<file path="config.mk">
export PLATFORM = sky130hd
export DESIGN_NAME = pp_mode_pwr_ctl
export DESIGN_NICKNAME = d
export VERILOG_FILES = /design/src/rtl/pp_mode_pwr_ctl.sv
export SDC_FILE = /design/constraint.sdc
export NUM_CORES = 1
export LEC_CHECK = 0
export BUFFER_PORTS_ARGS = -buffer_cell sky130_fd_sc_hd__buf_4
export CAP_MARGIN = 40
export CORE_AREA = 2 2 39 41
export CTS_CLUSTER_SIZE = 28
export DETAILED_ROUTE_END_ITERATION = 10
export DIE_AREA = 0 0 41 43
export HOLD_SLACK_MARGIN = 0.03
export PLACE_DENSITY = 0.65
export SLEW_MARGIN = 40
export SYNTH_ARGS = -nofsm -noshare
export SYNTH_HDL_FRONTEND = slang
export SYNTH_SLANG_ARGS = --single-unit
</file>
<file path="constraint.sdc">
create_clock -name clk -period 1 [get_ports clk]
set_input_delay 0.1 -clock clk [delete_from_list [all_inputs] [get_ports clk]]
set_output_delay 0.1 -clock clk [all_outputs]
set_load 0.02 [all_outputs]
</file>
<file path="src/rtl/pp_mode_pwr_ctl.sv">
module pp_mode_pwr_ctl #(
  parameter int MW = 3,
  parameter int DW = 8
) (
  input  logic          clk,
  input  logic          rst_n,
  input  logic          auto_pm_en,
  input  logic          cfg_wr,
  input  logic [1:0]    cfg_mode,
  input  logic          ecr_wr,
  input  logic [DW-1:0] ecr_wdata,
  output logic [DW-1:0] ecr_rdata,
  output logic          epp_pd,
  output logic          ecp_pd
);
  localparam int MLO = DW - MW;
  localparam logic [MW-1:0] M_STD  = 3'b000;
  localparam logic [MW-1:0] M_PS2  = 3'b001;
  localparam logic [MW-1:0] M_EPP  = 3'b100;

  logic [MW-1:0] mode_q, mode_n;
  logic          wr_ok, eval;
  logic          epp_raw_q, ecp_raw_q, epp_nx, ecp_nx;

  assign wr_ok  = ecr_wr & cfg_mode[1];
  assign mode_n = wr_ok ? ecr_wdata[DW-1:MLO] : mode_q;
  assign eval   = cfg_wr | wr_ok;

  always_comb begin
    epp_nx = ~cfg_mode[0] | (cfg_mode[1] & (mode_n != M_EPP));
    ecp_nx = ~cfg_mode[1] |
             (mode_n == M_STD) | (mode_n == M_PS2) | (mode_n == M_EPP);
  end

  always_ff @(posedge clk or negedge rst_n) begin
    if (!rst_n) begin
      mode_q    <= '0;
      epp_raw_q <= 1'b0;
      ecp_raw_q <= 1'b0;
    end else begin
      mode_q <= mode_n;
      if (eval) begin
        epp_raw_q <= epp_nx;
        ecp_raw_q <= ecp_nx;
      end
    end
  end

  assign ecr_rdata = {mode_q, {MLO{1'b0}}};
  assign epp_pd    = auto_pm_en & epp_raw_q;
  assign ecp_pd    = auto_pm_en & ecp_raw_q;
endmodule

</file>
==> metrics.cfg, run 1 <==
[detailed_routing]
drt_iter0_markers=4
num_vias=315
drc=0
avgRoutedWirePerCell_um=9.83
via_per_inst=4.44
ant_nets=0
drt-total-wl_um=698
first_pass_iters=4

[timing]
grt_setup_unrepaired=yes
fmax_mhz=985
hold_viol_final=0
holdWs_ns=0.118
setup_slack_ns=-0.0148
slew_violations=0
setup_viol=1
min_period_over_period=1.01
min_period_ns=1.01
skew_ns=0.00179

[clock_tree]
cts_tree=built
cts.htree.levels=1
cts.sinks=5
cts_buffer_depth=2
clock-root-buffer=clkbuf_4
cts_buffers=3
clkSlewWorstSetupHoldPaths_ns=0.04
clk-insertion-delay-late_ns=0.24

[synth]
yosys_warnings=0
yosys.area.top_type_share=0.353
synth-seq-cells=5
yosysSeqAreaShare=0.353
postSynthAreaPerCell_um2=10.1
yosysTopAreaCell=dfrtp_1
synthCells=35
synthTopCellsByArea=dfrtp_1, buf_4, buf_6
netlist_area_um2=354
synth_cell_types=19

[critical_path]
cp_data_required_time_ns=1.12
crit_family=compound AO/OA/AOI/OAI gates
end_kind=flip-flop
r2r_end=epp_raw_q
worstPathCellList=a211o_2 > a22oi_2 > o21ai_1
path_buf_inv=0
slowest_stage=dfrtp_2
worst-path-max-fanout=3
r2r_start=mode_q[0]
path_depth=3
r2r_slack_ns=-0.01
critPathCapture=epp_raw_q
crit_type=flip-flop to flip-flop
setup.worst_path.start=mode_q[0]
crit_path_start_kind=flip-flop
critPathMaxStageDelay_ns=0.40
crit_arrival_ns=1.14
reg2reg_depth=3

[place]
dp_slack_ns=-0.0409
io_buffers=14
dp_cells=64
dp_hpwl_um=545
finalWeightedCongestion=0.700

[power_and_ir_drop]
p_sw_frac=0.292
peakVddDrop_mv=0.588
p_int_mw=0.525
comb_power_share=0.355
clkPwrFrac=0.309
seqPwrFrac=0.336
power.switching_mw=0.216
powerDensity_mw_per_mm2=1400
power.total_mw=0.742
p_leak_nw=0.260

[final_layout]
instances_no_fill=71
nNetsFinal=71
area_growth_pct=49.5
drive_above_1_share=0.600
multi_input_area_um2=195
diodes=0
regArea_um2=128
fill_cells=160

[grt]
track_usage=0.0977
grt_start_max_net_pins=11
grt_pass1_wl_mm=1.13
grt_overflow_total=0
first_global_vias=291
antenna_found_initial=0

[worst_hold_path]
hold_path_class=input port to flip-flop
worstHoldStart=ecr_wdata[6]

[outcome]
status=finished with violations
violations=negative setup slack

[die]
core_area_mm2=0.00138
io_pins=25
fp.dieH_um=43
die_w_um=41
core.rowCount=14
die_area_mm2=0.00176
initial_utilization=0.256

[run]
max-cap-violations=0

worst min path at each step:
stage,endpoint,slack (ns),cells after the start
6_report,mode_q[1],0.12,2
4_1_cts,mode_q[1],0.11,2
2_1_floorplan,ecp_raw_q,-0.20,0
3_5_place_dp,epp_raw_q,-0.09,1
3_3_place_gp,epp_raw_q,-0.09,1
5_1_grt,mode_q[1],0.12,2
cells in the mapped netlist:
master,number
mux2_4,1
dfrtp_1,5
nand4bb_1,1
inv_1,1
o21ai_0,2
o31ai_2,1
nand2_4,1
a211o_2,1
a22oi_1,2
conb_1,1
nand2_1,2
a21bo_2,2
mux2i_1,1
a21oi_1,2
nand3_1,2
nor2b_1,1
and2_1,2
buf_6,2
buf_4,5
cells in the final DEF, fill, tap and decap left out, drive strengths merged:
cell type and instances:
buf 18, conb 5, dfrtp 5, clkbuf 4, nand2 3, nand3 2
a21bo 2, and2 2, a22oi 2, a21oi 2, o21ai 2, mux2 1
nand4bb 1, a211o 1, inv 1, mux2i 1, nor2b 1, o31ai 1
dlygate4sd3 1
state kept, by name, indices dropped and copies added (netlist names):
register   cells
mode_q         3
ecp_raw_q      1
epp_raw_q      1
per-stage QoR:
step / utilization / TNS (ns) / cell area (um2)
floorplan: - / -0.0899 / 377
global placement: 0.330 / -0.0478 / 457
detailed placement: 0.330 / -0.0409 / 457
CTS: 0.371 / -0.0324 / 513
global route: 0.382 / -0.104 / 529
finish: 0.382 / -0.0148 / 529
layer usage:
layer	vias to the layer above	GRT usage	part of all wire
li1	152	-	-
met2	16	0.141	0.47
met4	0	0.0400	0.020
met3	2	0.0681	0.10
met1	145	0.107	0.41
met5	-	0	0
area by class of cell:
type | count | share of cell area
clock buffer | 4 | 0.0496
inverter | 1 | 0.00709
multi-input combinational | 26 | 0.369
sequential | 5 | 0.241
tap | 16 | 0.0378
timing repair buffer | 19 | 0.296
what timing repair did:
action                                  CTS  global route
pin swaps                                 0             1
gates cloned                              0             0
endpoints found under the setup margin    4             5
hold buffers                              1             0
endpoints found under the hold margin     5             0
buffers inserted                          1             1
gates resized for setup                   3             3
cells by family (layout without fill, tap and decap cells):
| group | after synthesis | in the layout | share of synthesized area |
|---|---|---|---|
| compound gates | 10 | 10 | 0.219 |
| simple gates | 9 | 9 | 0.166 |
| buf+inv | 8 | 24 | 0.180 |
| flops | 5 | 5 | 0.353 |
| mux | 2 | 2 | 0.0707 |
| other cells | 1 | 5 | 0.0106 |
power groups by stage:
| stage | registers [mW] | logic (mW) | clock network (mW) |
|---|---|---|---|
| after floorplan | 0.268 | 0.137 | 0 |
| after global placement | 0.251 | 0.223 | 0 |
| after detailed placement | 0.251 | 0.226 | 0 |
| after CTS | 0.248 | 0.251 | 0.240 |
| after global routing | 0.252 | 0.287 | 0.252 |
| final | 0.249 | 0.263 | 0.229 |
Note: power is estimated with default switching activity, not from simulation.
==> inputs of run 2 (changes only) <==
--- a/config.mk
+++ b/config.mk
@@ -5,14 +5,16 @@
 export SDC_FILE = /design/constraint.sdc
 export NUM_CORES = 1
 export LEC_CHECK = 0
+export ABC_AREA = 0
 export BUFFER_PORTS_ARGS = -buffer_cell sky130_fd_sc_hd__buf_4
 export CAP_MARGIN = 40
 export CORE_AREA = 2 2 39 41
+export CTS_CLUSTER_DIAMETER = 120
 export CTS_CLUSTER_SIZE = 28
 export DETAILED_ROUTE_END_ITERATION = 10
 export DIE_AREA = 0 0 41 43
 export HOLD_SLACK_MARGIN = 0.03
-export PLACE_DENSITY = 0.65
+export PLACE_DENSITY = 0.63
 export SLEW_MARGIN = 40
 export SYNTH_ARGS = -nofsm -noshare
 export SYNTH_HDL_FRONTEND = slang
==> constraint.sdc (replaced) <==
create_clock -name clk -period 0.97 [get_ports clk]
set_input_delay 0.097 -clock clk [delete_from_list [all_inputs] [get_ports clk]]
set_output_delay 0.097 -clock clk [all_outputs]
set_load 0.02 [all_outputs]
==> metrics.cfg, run 2 (synthesis gave the netlist of run 1 again) <==
[critical_path]
cp_data_required_time_ns=1.09
worst-path-max-fanout=3
crit_arrival_ns=1.15
crit_path_start_kind=flip-flop
crit_type=flip-flop to flip-flop
end_kind=flip-flop

[grt]
antenna_found_initial=0
track_usage=0.118
grt_pass1_wl_mm=1.30
grt_start_max_net_pins=11
grt_overflow_total=0
first_global_vias=320

[power_and_ir_drop]
powerDensity_mw_per_mm2=1440
peakVddDrop_mv=0.417
p_leak_nw=0.269

[detailed_routing]
met1_length_um=314
wl_met2_um=461
routed.top_layer=met4
drt_iter0_markers=1
avgRoutedWirePerCell_um=11.7
first_pass_iters=2
via_per_inst=4.26
ant_nets=0
wl_met3_um=57
drt-total-wl_um=841
num_vias=307
drc=0

[timing]
fmax_mhz=965
min_period_over_period=1.07
setup_viol=3
skew_ns=0.00314
grt_setup_unrepaired=yes
setup_slack_ns=-0.0668
slew_violations=0
min_period_ns=1.04
setup_tns_ns=-0.151
hold_viol_final=0

[die]
core_area_mm2=0.00138
core.rowCount=14
fp.dieH_um=43
io_pins=25
die_area_mm2=0.00176
die_w_um=41
initial_utilization=0.256

[clock_tree]
cts_buffer_depth=2
clkSlewWorstSetupHoldPaths_ns=0.05
cts.htree.levels=1
clock-root-buffer=clkbuf_4
cts_buffers=3
cts_tree=built
cts.sinks=5
clk-insertion-delay-late_ns=0.24

[final_layout]
drive_above_1_share=0.607
mostFrequentLayoutCells=buf_4, conb_1, buf_6, clkbuf_4, dfrtp_1
nNetsFinal=72
area_growth_pct=56.9
diodes=0
fill_cells=157
instances_no_fill=72
top_register=mode_q
largest_reg_flops=3
finish.utilization=0.401
regArea_um2=128
final_common_cell=buf_4
top_regs=mode_q: 3 flops, ecp_raw_q: 1 flops, epp_raw_q: 1 flops
multi_input_area_um2=210

[place]
dp_slack_ns=-0.0780
finalWeightedCongestion=0.778
io_buffers=14
dp_cells=65

[outcome]
status=finished with violations
violations=negative setup slack

[run]
max-cap-violations=0

[worst_hold_path]
hold_path_class=input port to flip-flop

-- run 2: cell count changes in the layout (fill, tap and decap cells not counted), sizes merged --
cell / before / now
buf: 18 / 19
-- run 2: final timing paths --
| path | start | to | slack (ns) | depth (start not counted) |
|---|---|---|---|---|
| worst max-delay path | mode_q[0] | epp_raw_q | -0.07 | 3 |
| worst min-delay path | ecr_wdata[6] | mode_q[1] | 0.14 | 2 |
| worst max register to register | mode_q[0] | epp_raw_q | -0.07 | 3 |
| worst min register to register | ecp_raw_q | ecp_raw_q | 0.54 | 2 |
| max in group asynchronous | rst_n | mode_q[1] | 0.65 | 2 |
| min in group asynchronous | rst_n | ecp_raw_q | 0.20 | 2 |
-- run 2: report_power, final --
group	switching [mW]	internal (mW)	total, mW
Combinational	0.138	0.163	0.301
Clock	0.0847	0.155	0.240
Sequential	0.0190	0.239	0.258
-- run 2: worst max-delay path: stages, from the launching register on --
cell,delay (ns)
dfrtp_2,0.40
a211o_2,0.31
a22oi_2,0.13
o21ai_1,0.07
-- run 2: area by class of cell --
type | instances | area share
Timing Repair Buffer | 20 | 0.302
Inverter | 1 | 0.00676
Clock buffer | 4 | 0.0473
Sequential cell | 5 | 0.230
Tap cell | 16 | 0.0360
Multi-Input combinational cell | 26 | 0.378
-- run 2: per-stage QoR --
step	power (mW)	hold WS, ns	instance area (um2)
floorplan	0.417	-0.199	377
global placement	0.497	-0.0963	464
detailed placement	0.502	-0.0957	464
CTS	0.799	0.134	546
global route	0.855	0.135	556
finish	0.799	0.142	556
-- run 2: routing by layer --
metal,track usage,vias up
li1,-,153
met1,0.119,140
met2,0.194,12
met3,0.0157,2
met4,0.100,0
met5,0,-
-- run 2: what timing repair did --
action | 4_1_cts | 5_1_grt
pin swaps | 3 | 0
endpoints found under the setup margin | 6 | 6
setup buffers | 1 | 1
endpoints found under the hold margin | 5 | 0
hold buffers | 1 | 0
gates resized for setup | 8 | 1
